<file path="src/rtl/ee_dec_pkg.sv">
package ee_dec_pkg;
    localparam int NPORT     = 3;
    localparam int BYTE_W    = 8;
    localparam int CNT_W     = $clog2(BYTE_W);
    localparam int FIELD_W   = 3;
    localparam int CFG_AW    = 4;

    localparam int KIND_BANK1 = 0;
    localparam int KIND_BANK2 = 1;
    localparam int KIND_CTRL  = 2;

    localparam logic [3:0] DEV_CODE   = 4'b1010;
    localparam logic [6:0] CFG_DEV_AD = 7'b1011100;

    typedef enum logic [1:0] {
        TGT_NONE  = 2'b00,
        TGT_BANK1 = 2'b01,
        TGT_BANK2 = 2'b10,
        TGT_CFG   = 2'b11
    } tgt_e;

    typedef enum logic [1:0] {
        ST_IDLE,
        ST_SHIFT,
        ST_HIT,
        ST_MISS
    } pst_e;
endpackage

</file>
<file path="src/rtl/ee_cfg_fields.sv">
module ee_cfg_fields
    import ee_dec_pkg::*;
#(
    parameter logic [CFG_AW-1:0] LOC_P0 = 4'd0,
    parameter logic [CFG_AW-1:0] LOC_P1 = 4'd1,
    parameter logic [CFG_AW-1:0] LOC_P2 = 4'd2
) (
    input  logic                clk_i,
    input  logic                rst_ni,
    input  logic                we_i,
    input  logic [CFG_AW-1:0]   addr_i,
    input  logic [FIELD_W-1:0]  field_i,
    output logic [FIELD_W-1:0]  f0_o,
    output logic [FIELD_W-1:0]  f1_o,
    output logic [FIELD_W-2:0]  f2_o
);
    typedef struct packed {
        logic [FIELD_W-1:0] f0;
        logic [FIELD_W-1:0] f1;
        logic [FIELD_W-2:0] f2;
    } cfg_t;

    cfg_t s_d, s_q;

    always_comb begin
        s_d = s_q;
        if (we_i) begin
            if (addr_i == LOC_P0) s_d.f0 = field_i;
            if (addr_i == LOC_P1) s_d.f1 = field_i;
            if (addr_i == LOC_P2) s_d.f2 = field_i[FIELD_W-2:0];
        end
    end

    always_ff @(posedge clk_i or negedge rst_ni) begin
        if (!rst_ni) s_q <= '0;
        else         s_q <= s_d;
    end

    assign f0_o = s_q.f0;
    assign f1_o = s_q.f1;
    assign f2_o = s_q.f2;
endmodule

</file>
<file path="src/rtl/ee_port_dec.sv">
module ee_port_dec
    import ee_dec_pkg::*;
#(
    parameter int KIND = KIND_BANK1
) (
    input  logic               clk_i,
    input  logic               rst_ni,
    input  logic               start_i,
    input  logic               stop_i,
    input  logic               bit_vld_i,
    input  logic               bit_i,
    input  logic [FIELD_W-1:0] cmp_i,
    output logic               match_o,
    output logic               ack_o,
    output logic [1:0]         tgt_o,
    output logic               rw_o
);
    typedef struct packed {
        pst_e               st;
        logic [BYTE_W-2:0]  sh;
        logic [CNT_W-1:0]   cnt;
        logic [FIELD_W-1:0] cmp;
        logic               ack;
        tgt_e               tgt;
        logic               rw;
    } port_t;

    port_t s_d, s_q;
    logic [BYTE_W-1:0] byte_w;
    logic              dev_ok;
    logic              hit_w;
    tgt_e              tgt_w;

    assign byte_w = {s_q.sh, bit_i};
    assign dev_ok = (byte_w[7:4] == DEV_CODE);

    always_comb begin
        hit_w = 1'b0;
        tgt_w = TGT_NONE;
        case (KIND)
            KIND_BANK1: begin
                hit_w = dev_ok && (byte_w[3:1] == s_q.cmp);
                tgt_w = TGT_BANK1;
            end
            KIND_BANK2: begin
                hit_w = dev_ok && (byte_w[3:1] == s_q.cmp);
                tgt_w = TGT_BANK2;
            end
            default: begin
                if (byte_w[7:1] == CFG_DEV_AD) begin
                    hit_w = 1'b1;
                    tgt_w = TGT_CFG;
                end else begin
                    hit_w = dev_ok && ({1'b0, byte_w[3:2]} == s_q.cmp);
                    tgt_w = byte_w[1] ? TGT_BANK2 : TGT_BANK1;
                end
            end
        endcase
    end

    always_comb begin
        s_d     = s_q;
        s_d.ack = 1'b0;
        if (start_i) begin
            s_d.st  = ST_SHIFT;
            s_d.cnt = '0;
            s_d.sh  = '0;
            s_d.cmp = cmp_i;
            s_d.tgt = TGT_NONE;
            s_d.rw  = 1'b0;
        end else if (stop_i) begin
            s_d.st  = ST_IDLE;
            s_d.tgt = TGT_NONE;
            s_d.rw  = 1'b0;
        end else if (s_q.st == ST_SHIFT && bit_vld_i) begin
            if (s_q.cnt == CNT_W'(BYTE_W - 1)) begin
                if (hit_w) begin
                    s_d.st  = ST_HIT;
                    s_d.ack = 1'b1;
                    s_d.tgt = tgt_w;
                    s_d.rw  = byte_w[0];
                end else begin
                    s_d.st  = ST_MISS;
                end
            end else begin
                s_d.sh  = byte_w[BYTE_W-2:0];
                s_d.cnt = s_q.cnt + 1'b1;
            end
        end
    end

    always_ff @(posedge clk_i or negedge rst_ni) begin
        if (!rst_ni) begin
            s_q     <= '0;
            s_q.st  <= ST_IDLE;
            s_q.tgt <= TGT_NONE;
        end else begin
            s_q <= s_d;
        end
    end

    assign match_o = (s_q.st == ST_HIT);
    assign ack_o   = s_q.ack;
    assign tgt_o   = s_q.tgt;
    assign rw_o    = s_q.rw;
endmodule

</file>
<file path="src/rtl/ee_addr_dec.sv">
module ee_addr_dec
    import ee_dec_pkg::*;
(
    input  logic                   clk_i,
    input  logic                   rst_ni,
    input  logic [NPORT-1:0]       start_i,
    input  logic [NPORT-1:0]       stop_i,
    input  logic [NPORT-1:0]       bit_vld_i,
    input  logic [NPORT-1:0]       bit_i,
    input  logic                   cfg_we_i,
    input  logic [CFG_AW-1:0]      cfg_addr_i,
    input  logic [FIELD_W-1:0]     cfg_field_i,
    output logic [NPORT-1:0]       match_o,
    output logic [NPORT-1:0]       ack_o,
    output logic [NPORT-1:0][1:0]  tgt_o,
    output logic [NPORT-1:0]       rw_o
);
    logic [FIELD_W-1:0]            f0_w, f1_w;
    logic [FIELD_W-2:0]            f2_w;
    logic [NPORT-1:0][FIELD_W-1:0] cmp_w;

    ee_cfg_fields u_cfg (
        .clk_i   (clk_i),
        .rst_ni  (rst_ni),
        .we_i    (cfg_we_i),
        .addr_i  (cfg_addr_i),
        .field_i (cfg_field_i),
        .f0_o    (f0_w),
        .f1_o    (f1_w),
        .f2_o    (f2_w)
    );

    assign cmp_w[KIND_BANK1] = f0_w;
    assign cmp_w[KIND_BANK2] = f1_w;
    assign cmp_w[KIND_CTRL]  = {1'b0, f2_w};

    for (genvar p = 0; p < NPORT; p++) begin : g_port
        ee_port_dec #(.KIND(p)) u_dec (
            .clk_i     (clk_i),
            .rst_ni    (rst_ni),
            .start_i   (start_i[p]),
            .stop_i    (stop_i[p]),
            .bit_vld_i (bit_vld_i[p]),
            .bit_i     (bit_i[p]),
            .cmp_i     (cmp_w[p]),
            .match_o   (match_o[p]),
            .ack_o     (ack_o[p]),
            .tgt_o     (tgt_o[p]),
            .rw_o      (rw_o[p])
        );
    end
endmodule

</file>
<file path="config.mk">
export PLATFORM = sky130hd
export DESIGN_NAME = ee_addr_dec
export DESIGN_NICKNAME = d
export VERILOG_FILES = /design/src/rtl/ee_dec_pkg.sv /design/src/rtl/ee_cfg_fields.sv /design/src/rtl/ee_port_dec.sv /design/src/rtl/ee_addr_dec.sv
export SDC_FILE = /design/constraint.sdc
export NUM_CORES = 1
export LEC_CHECK = 0
export CAP_MARGIN = 20
export CORE_ASPECT_RATIO = 1.5
export CORE_MARGIN = 2
export CORE_UTILIZATION = 50
export CTS_CLUSTER_SIZE = 25
export DETAILED_ROUTE_END_ITERATION = 10
export MAX_ROUTING_LAYER = met4
export PLACE_DENSITY_LB_ADDON = 0.15
export SYNTH_ARGS = -nofsm -noshare
export SYNTH_HDL_FRONTEND = slang
export SYNTH_SLANG_ARGS = --single-unit
export TNS_END_PERCENT = 1
</file>
<file path="constraint.sdc">
create_clock -name clk_i -period 2.2 [get_ports clk_i]
set_input_delay 0.22 -clock clk_i [delete_from_list [all_inputs] [get_ports clk_i]]
set_output_delay 0.22 -clock clk_i [all_outputs]
set_load 0.005 [all_outputs]
</file>
; Word level (Yosys, flattened, before mapping)
; Cells that the tools add are included.
[word_totals]
register_bits = 64
latch_bits = 0
ramBits = 0
rom_bits = 0
inputBits = 22
output_inout_bits = 15
wordCells = 127
mem_count = 0
[op_classes]
add_sub_neg = 3
n_mul = 0
div_mod_pow = 0
magnitude_cmp = 0
n_eq_ne = 24
n_shift = 0
n_mux = 45
bitwise = 0
n_reduce_logical = 31
[op_table]
columns = cell, n
row1 = 12-bit 2-to-1 mux, 6
row2 = 10-bit 2-to-1 mux, 6
row3 = 4-bit 2-to-1 mux, 9
row4 = 3-bit nonzero test, 9
row5 = 3-bit 2-to-1 mux, 6
row6 = 3-bit AND reduction, 6
row7 = 2-bit 2-to-1 mux, 8
row8 = 4-bit equality test (second input constant), 3
row9 = 2-bit != test (second input constant), 6
row10 = 2-bit AND reduction, 6
row11 = 1-bit 2-to-1 mux, 10
row12 = 3-bit by 1-bit adder with 3-bit output (second input constant), 3
row13 = 3-bit equality test (second input constant), 3
row14 = 7-bit equality test (second input constant), 1
row15 = 2-bit by 1-bit equality test with 1-bit output (second input constant), 3
row16 = 2-bit equality test (second input constant), 3
row17 = 3-bit equality test, 2
row18 = 1-bit logical AND, 6
row19 = 2-bit nonzero test, 3
row20 = 4-bit by 1-bit equality test with 1-bit output (second input constant), 1
row21 = 4-bit by 2-bit equality test with 1-bit output (second input constant), 1
row22 = 4-bit logical NOT, 1
row23 = 2-bit equality test, 1

; Depth between registers and ports, before layout
[depth]
word_depth = 8
ltp_mapped = 6
depth_no_buf = 6

; Cells and area by module
; From an unflattened synthesis, not the netlist that was laid out.
[hier_totals]
hier_cells = 236
area_unflattened_um2 = 2915.3
[modules_own_cells]
columns = module, n_inst, cells_per_inst, area_each_um2, seq_area_each_um2
row1 = ee_port_dec (g_port[2].u_dec), 1, 77, 887.1, 475.5
row2 = ee_port_dec (g_port[1].u_dec), 1, 71, 845.8, 450.4
row3 = ee_port_dec (g_port[0].u_dec), 1, 67, 830.8, 450.4
row4 = ee_cfg_fields, 1, 20, 347.8, 200.2
row5 = ee_addr_dec, 1, 1, 3.8, 0.0

; Least setup slack after synthesis
; No wires, ideal clock.
[synth_path]
path_type = register to register
start = register g_port[2].u_dec.s_q[7] (netlist name)
end = register g_port[2].u_dec.s_q, in the netlist g_port[2].u_dec.byte_w[1]
setup_ns = 0.132
arrival_time_ns = 1.602
required_time_ns = 2.068
slack_ns = 0.466
stages_incl_launch_ff = 7
path_buffers = 1
synth_period_minus_slack_ns = 1.734
cell_sequence = dfrtp_1 ha_1 ha_1 or4_1 buf_4 mux2i_1 nor2_1
[synth_between]
elab_chain_cells = 3
[synth_lines]
columns = item, line
row1 = start: declaration, ee_port_dec.sv:28  ; port_t s_d, s_q;
row2 = 3-bit equality test, ee_port_dec.sv:76  ; if (s_q.cnt == CNT_W'(BYTE_W - 1)) begin
row3 = 2-bit != test (no line), --
row4 = 3-bit AND reduction (no line), --
; No other way between the ends.
; A chain may end at the register's enable or synchronous reset.

; Worst setup path after layout
[layout_path]
start = register g_port[1].u_dec.s_q[7] (netlist name)
end = register g_port[1].u_dec.s_q, in the netlist g_port[1].u_dec.byte_w[4]
[layout_between]
elab_chain_cells = 3
[layout_lines]
columns = item, line
row1 = start: declaration, ee_port_dec.sv:28
row2 = 3-bit equality test, ee_port_dec.sv:76
row3 = 2-bit != test (no line), --
row4 = 3-bit AND reduction (no line), --
; No other way between the ends.

==> flow_metrics.env <==
export IMPL_setup_violations=0
export IMPL_utilization=0.6172
export IMPL_first_pass_iters=4
export IMPL_start_kind="flop"
export IMPL_skew_ns=0.006423
export IMPL_clkTransAtPathRegs_ns=0.07
export IMPL_io_pins=37
export IMPL_yosysWarnings=0
export IMPL_grt_pass1_wl_um=8535
export IMPL_drc=0
export IMPL_yosys_register_bits=62
export IMPL_swShare=0.2471
export IMPL_hpwl_um=3475
export IMPL_die_area_um2=6351
export IMPL_intPower_mw=1.824
export IMPL_final_common_cell="dfrtp_1"
export IMPL_fmax_mhz=529.2
export IMPL_gp_congestion=0.7693
export IMPL_vias=1801
export IMPL_syn_mean_instance_area_um2=11.62
export IMPL_arrival_ns=2.10
export IMPL_areaGrowthSynthToFinish_pct=18.56
export IMPL_drive_gt1_frac=0.1731
export IMPL_ys_types=42
export IMPL_finalWirelength_um=4751
export IMPL_setup_tns_ns=0
export IMPL_drtAntennaViolNets=0
export IMPL_root_buffer="clkbuf_8"
export IMPL_cts_tree="yes"
export IMPL_viasPerCell=5.102
export IMPL_finalMaxSlewViolations=0
export IMPL_die_h_um=96.61
export IMPL_p_leak_nw=1.627
export IMPL_slowest_delay_ns=0.62
export IMPL_placed_cells=336
export IMPL_postLayoutSetupSlackWorst_ns=0.3104
export IMPL_cp_slowest_cell="or3_1"
export IMPL_fin_crit_sh=0.8589
export IMPL_power_total_mw=2.423
export IMPL_crit_fanout=10
export IMPL_power_share_clock=0.348
export IMPL_layout_common_cells="dfrtp_1, nor2_1, clkdlybuf4s50_1"
export IMPL_peakVddDrop_v=0.0004583
export IMPL_track_usage=0.1821
export IMPL_clockBufferDepth=2
export IMPL_dpl_worst_slack_ns=0.3085
export IMPL_fin_cells=353
export IMPL_wl_per_cell_um=13.46
export IMPL_status="finished, final reports clean"
export IMPL_grt_max_degree=39
export IMPL_grt_pass1_vias=1842
export IMPL_drt_initial_drc_count=104
export IMPL_path_common_cell="ha_1"
export IMPL_fin_crit_ns=1.890
export IMPL_num_rows=33
export IMPL_nNetsFinal=306
export IMPL_clock_latency_ns=0.33
export IMPL_tightest_slew_ns=0.5829
export IMPL_grt_setup_unrepaired="false"
export IMPL_path_buf_inv=0
export IMPL_synth_seq_area_share=0.5427
export IMPL_p_seq_frac=0.530
export IMPL_dpl_cell_area_um2=3212
export IMPL_cp_cell_sequence="ha_1 -> ha_1 -> or3_1 -> mux2i_1 -> nor2_1"
export IMPL_dominantRegCellSynth="dfrtp_1"
export IMPL_netlist_area_um2=2859
export IMPL_postLayoutCellArea_um2=3390
export IMPL_synthCells=246
export IMPL_p_sw_mw=0.5987
export IMPL_critical_path_top_delay_family="simple AND/OR/NAND/NOR gates"
export IMPL_grt_ovfl_total=0
export IMPL_synth_edf_count=0
export IMPL_diodes=0
export IMPL_hp_class="input pin to async pin"
export IMPL_clock_sinks=62
export IMPL_antenna_found_initial=0
export IMPL_cp_required_ns=2.41
export IMPL_power_density_nw_per_um2=714.8
export IMPL_relSlewSlack=0.6114
export IMPL_synth_async_sr_flop_share=1.000
export IMPL_whs_ns=0.4158
export IMPL_reg2reg_slack_ns=0.31
export IMPL_start_util=0.5206
export IMPL_worstSetupEndpointType="flop"
export IMPL_cap_violations=0
export IMPL_cts_buffers=9
export IMPL_cts_resized_gates=0
export IMPL_path_class="flop to flop"
export IMPL_port_buffers=34
export IMPL_p_comb_frac=0.121
export IMPL_core_um2=5492
export IMPL_finalHoldViolations=0
export IMPL_postCtsSetupRepairBufs=0
export IMPL_htreeDepth=3
export IMPL_dieWidth_um=65.74
==> path summary, 6_finish.rpt <==
kind / from / endpoint / depth (start not counted)
min reg2reg: u_cfg.f1_o[1]$_DFFE_PN0P_ / g_port[1].u_dec.s_q[5]$_DFFE_PN0P_ / 1
min: rst_ni / g_port[2].u_dec.ack_o$_DFF_PN0_ / 2
max reg2reg: g_port[1].u_dec.s_q[7]$_DFFE_PN0P_ / g_port[1].u_dec.byte_w[4]$_DFFE_PN0P_ / 5
max in group asynchronous: rst_ni / g_port[0].u_dec.rw_o$_DFFE_PN0P_ / 3
min in group clk_i: bit_i[1] / g_port[1].u_dec.rw_o$_DFFE_PN0P_ / 3
max: g_port[1].u_dec.s_q[7]$_DFFE_PN0P_ / g_port[1].u_dec.byte_w[4]$_DFFE_PN0P_ / 5
==> synth_stat cells (all sizes together), types with 2 or more instances <==
library cell,n,area (µm²)
nor4,3,18.77
nand3,2,10.01
a31oi,2,12.51
o21ai,2,10.01
nor2b,3,18.77
or2,3,18.77
clkbuf,4,15.01
buf,18,130.1
nand2,8,30.03
xnor2,4,35.03
a21oi,5,25.02
inv,2,7.510
nand4,2,12.51
nor2,44,165.2
or3,3,23.77
ha,6,75.07
a31o,2,17.52
nor3,3,20.02
dfrtp,62,1551
mux2i,28,280.3
xor2,7,61.31
mux2,16,180.2
==> final cells by class <==
type                            instances  area, µm²
Inverter                                2      7.507
Sequential cell                        62       1551
Tap cell                               70      87.58
Clock inverter                          4      22.52
Fill cell                             464       2102
Clock buffer                           12      145.1
Multi-Input combinational cell        161       1165
Timing Repair Buffer                   42      410.4
==> worst reg2reg max path: stages, from the launching register on <==
cell and delay (ns):
dfrtp_1 0.39, ha_1 0.21, ha_1 0.23, or3_1 0.62, mux2i_1 0.25, nor2_1 0.06
==> power by group through the flow <==
| stage | Combinational, mW | Clock (mW) | Sequential (mW) |
|---|---|---|---|
| after CTS | 0.298 | 0.891 | 1.29 |
| after floorplan | 0.194 | 0 | 1.29 |
| after global placement | 0.291 | 0 | 1.30 |
| final | 0.293 | 0.844 | 1.29 |
| after detailed placement | 0.294 | 0 | 1.31 |
| after global routing | 0.327 | 0.937 | 1.30 |
==> registers in the layout, summed over array words and instances (netlist names) <==
signal / cells
g_port.u_dec.s_q: 23
g_port.u_dec.byte_w: 21
g_port.u_dec.tgt_o: 4
g_port.u_dec.ack_o: 3
g_port.u_dec.rw_o: 3
u_cfg.f0_o: 3
u_cfg.f1_o: 3
u_cfg.f2_o: 2
==> routing by layer <==
layer	GRT usage	share of wire
met1	0.2168	0.43
met2	0.2766	0.51
met3	0.05581	0.041
met4	0.08974	0.018
met5	-	0
==> what timing repair did <==
item / 4_1_cts / 5_1_grt
hold endpoints to repair: 24 / 0
endpoints found under the setup margin: 0 / 0
hold buffers: 1 / 0
==> cells by family (layout without fill, tap and decap cells) <==
group                    after synthesis  in the layout  share of synthesized area
XOR/XNOR                              11             11                    0.03370
adder cells (fa/ha/maj)                6              6                    0.02626
AO/OA/AOI/OAI                         17             17                    0.04070
other                                  1              2                   0.001312
flip-flops                            62             62                     0.5427
AND/OR/NAND/NOR                       81             81                     0.1409
multiplexers                          44             44                     0.1610
buffers and inverters                 24             60                    0.05339
Note: power is estimated with default switching activity, not from simulation.
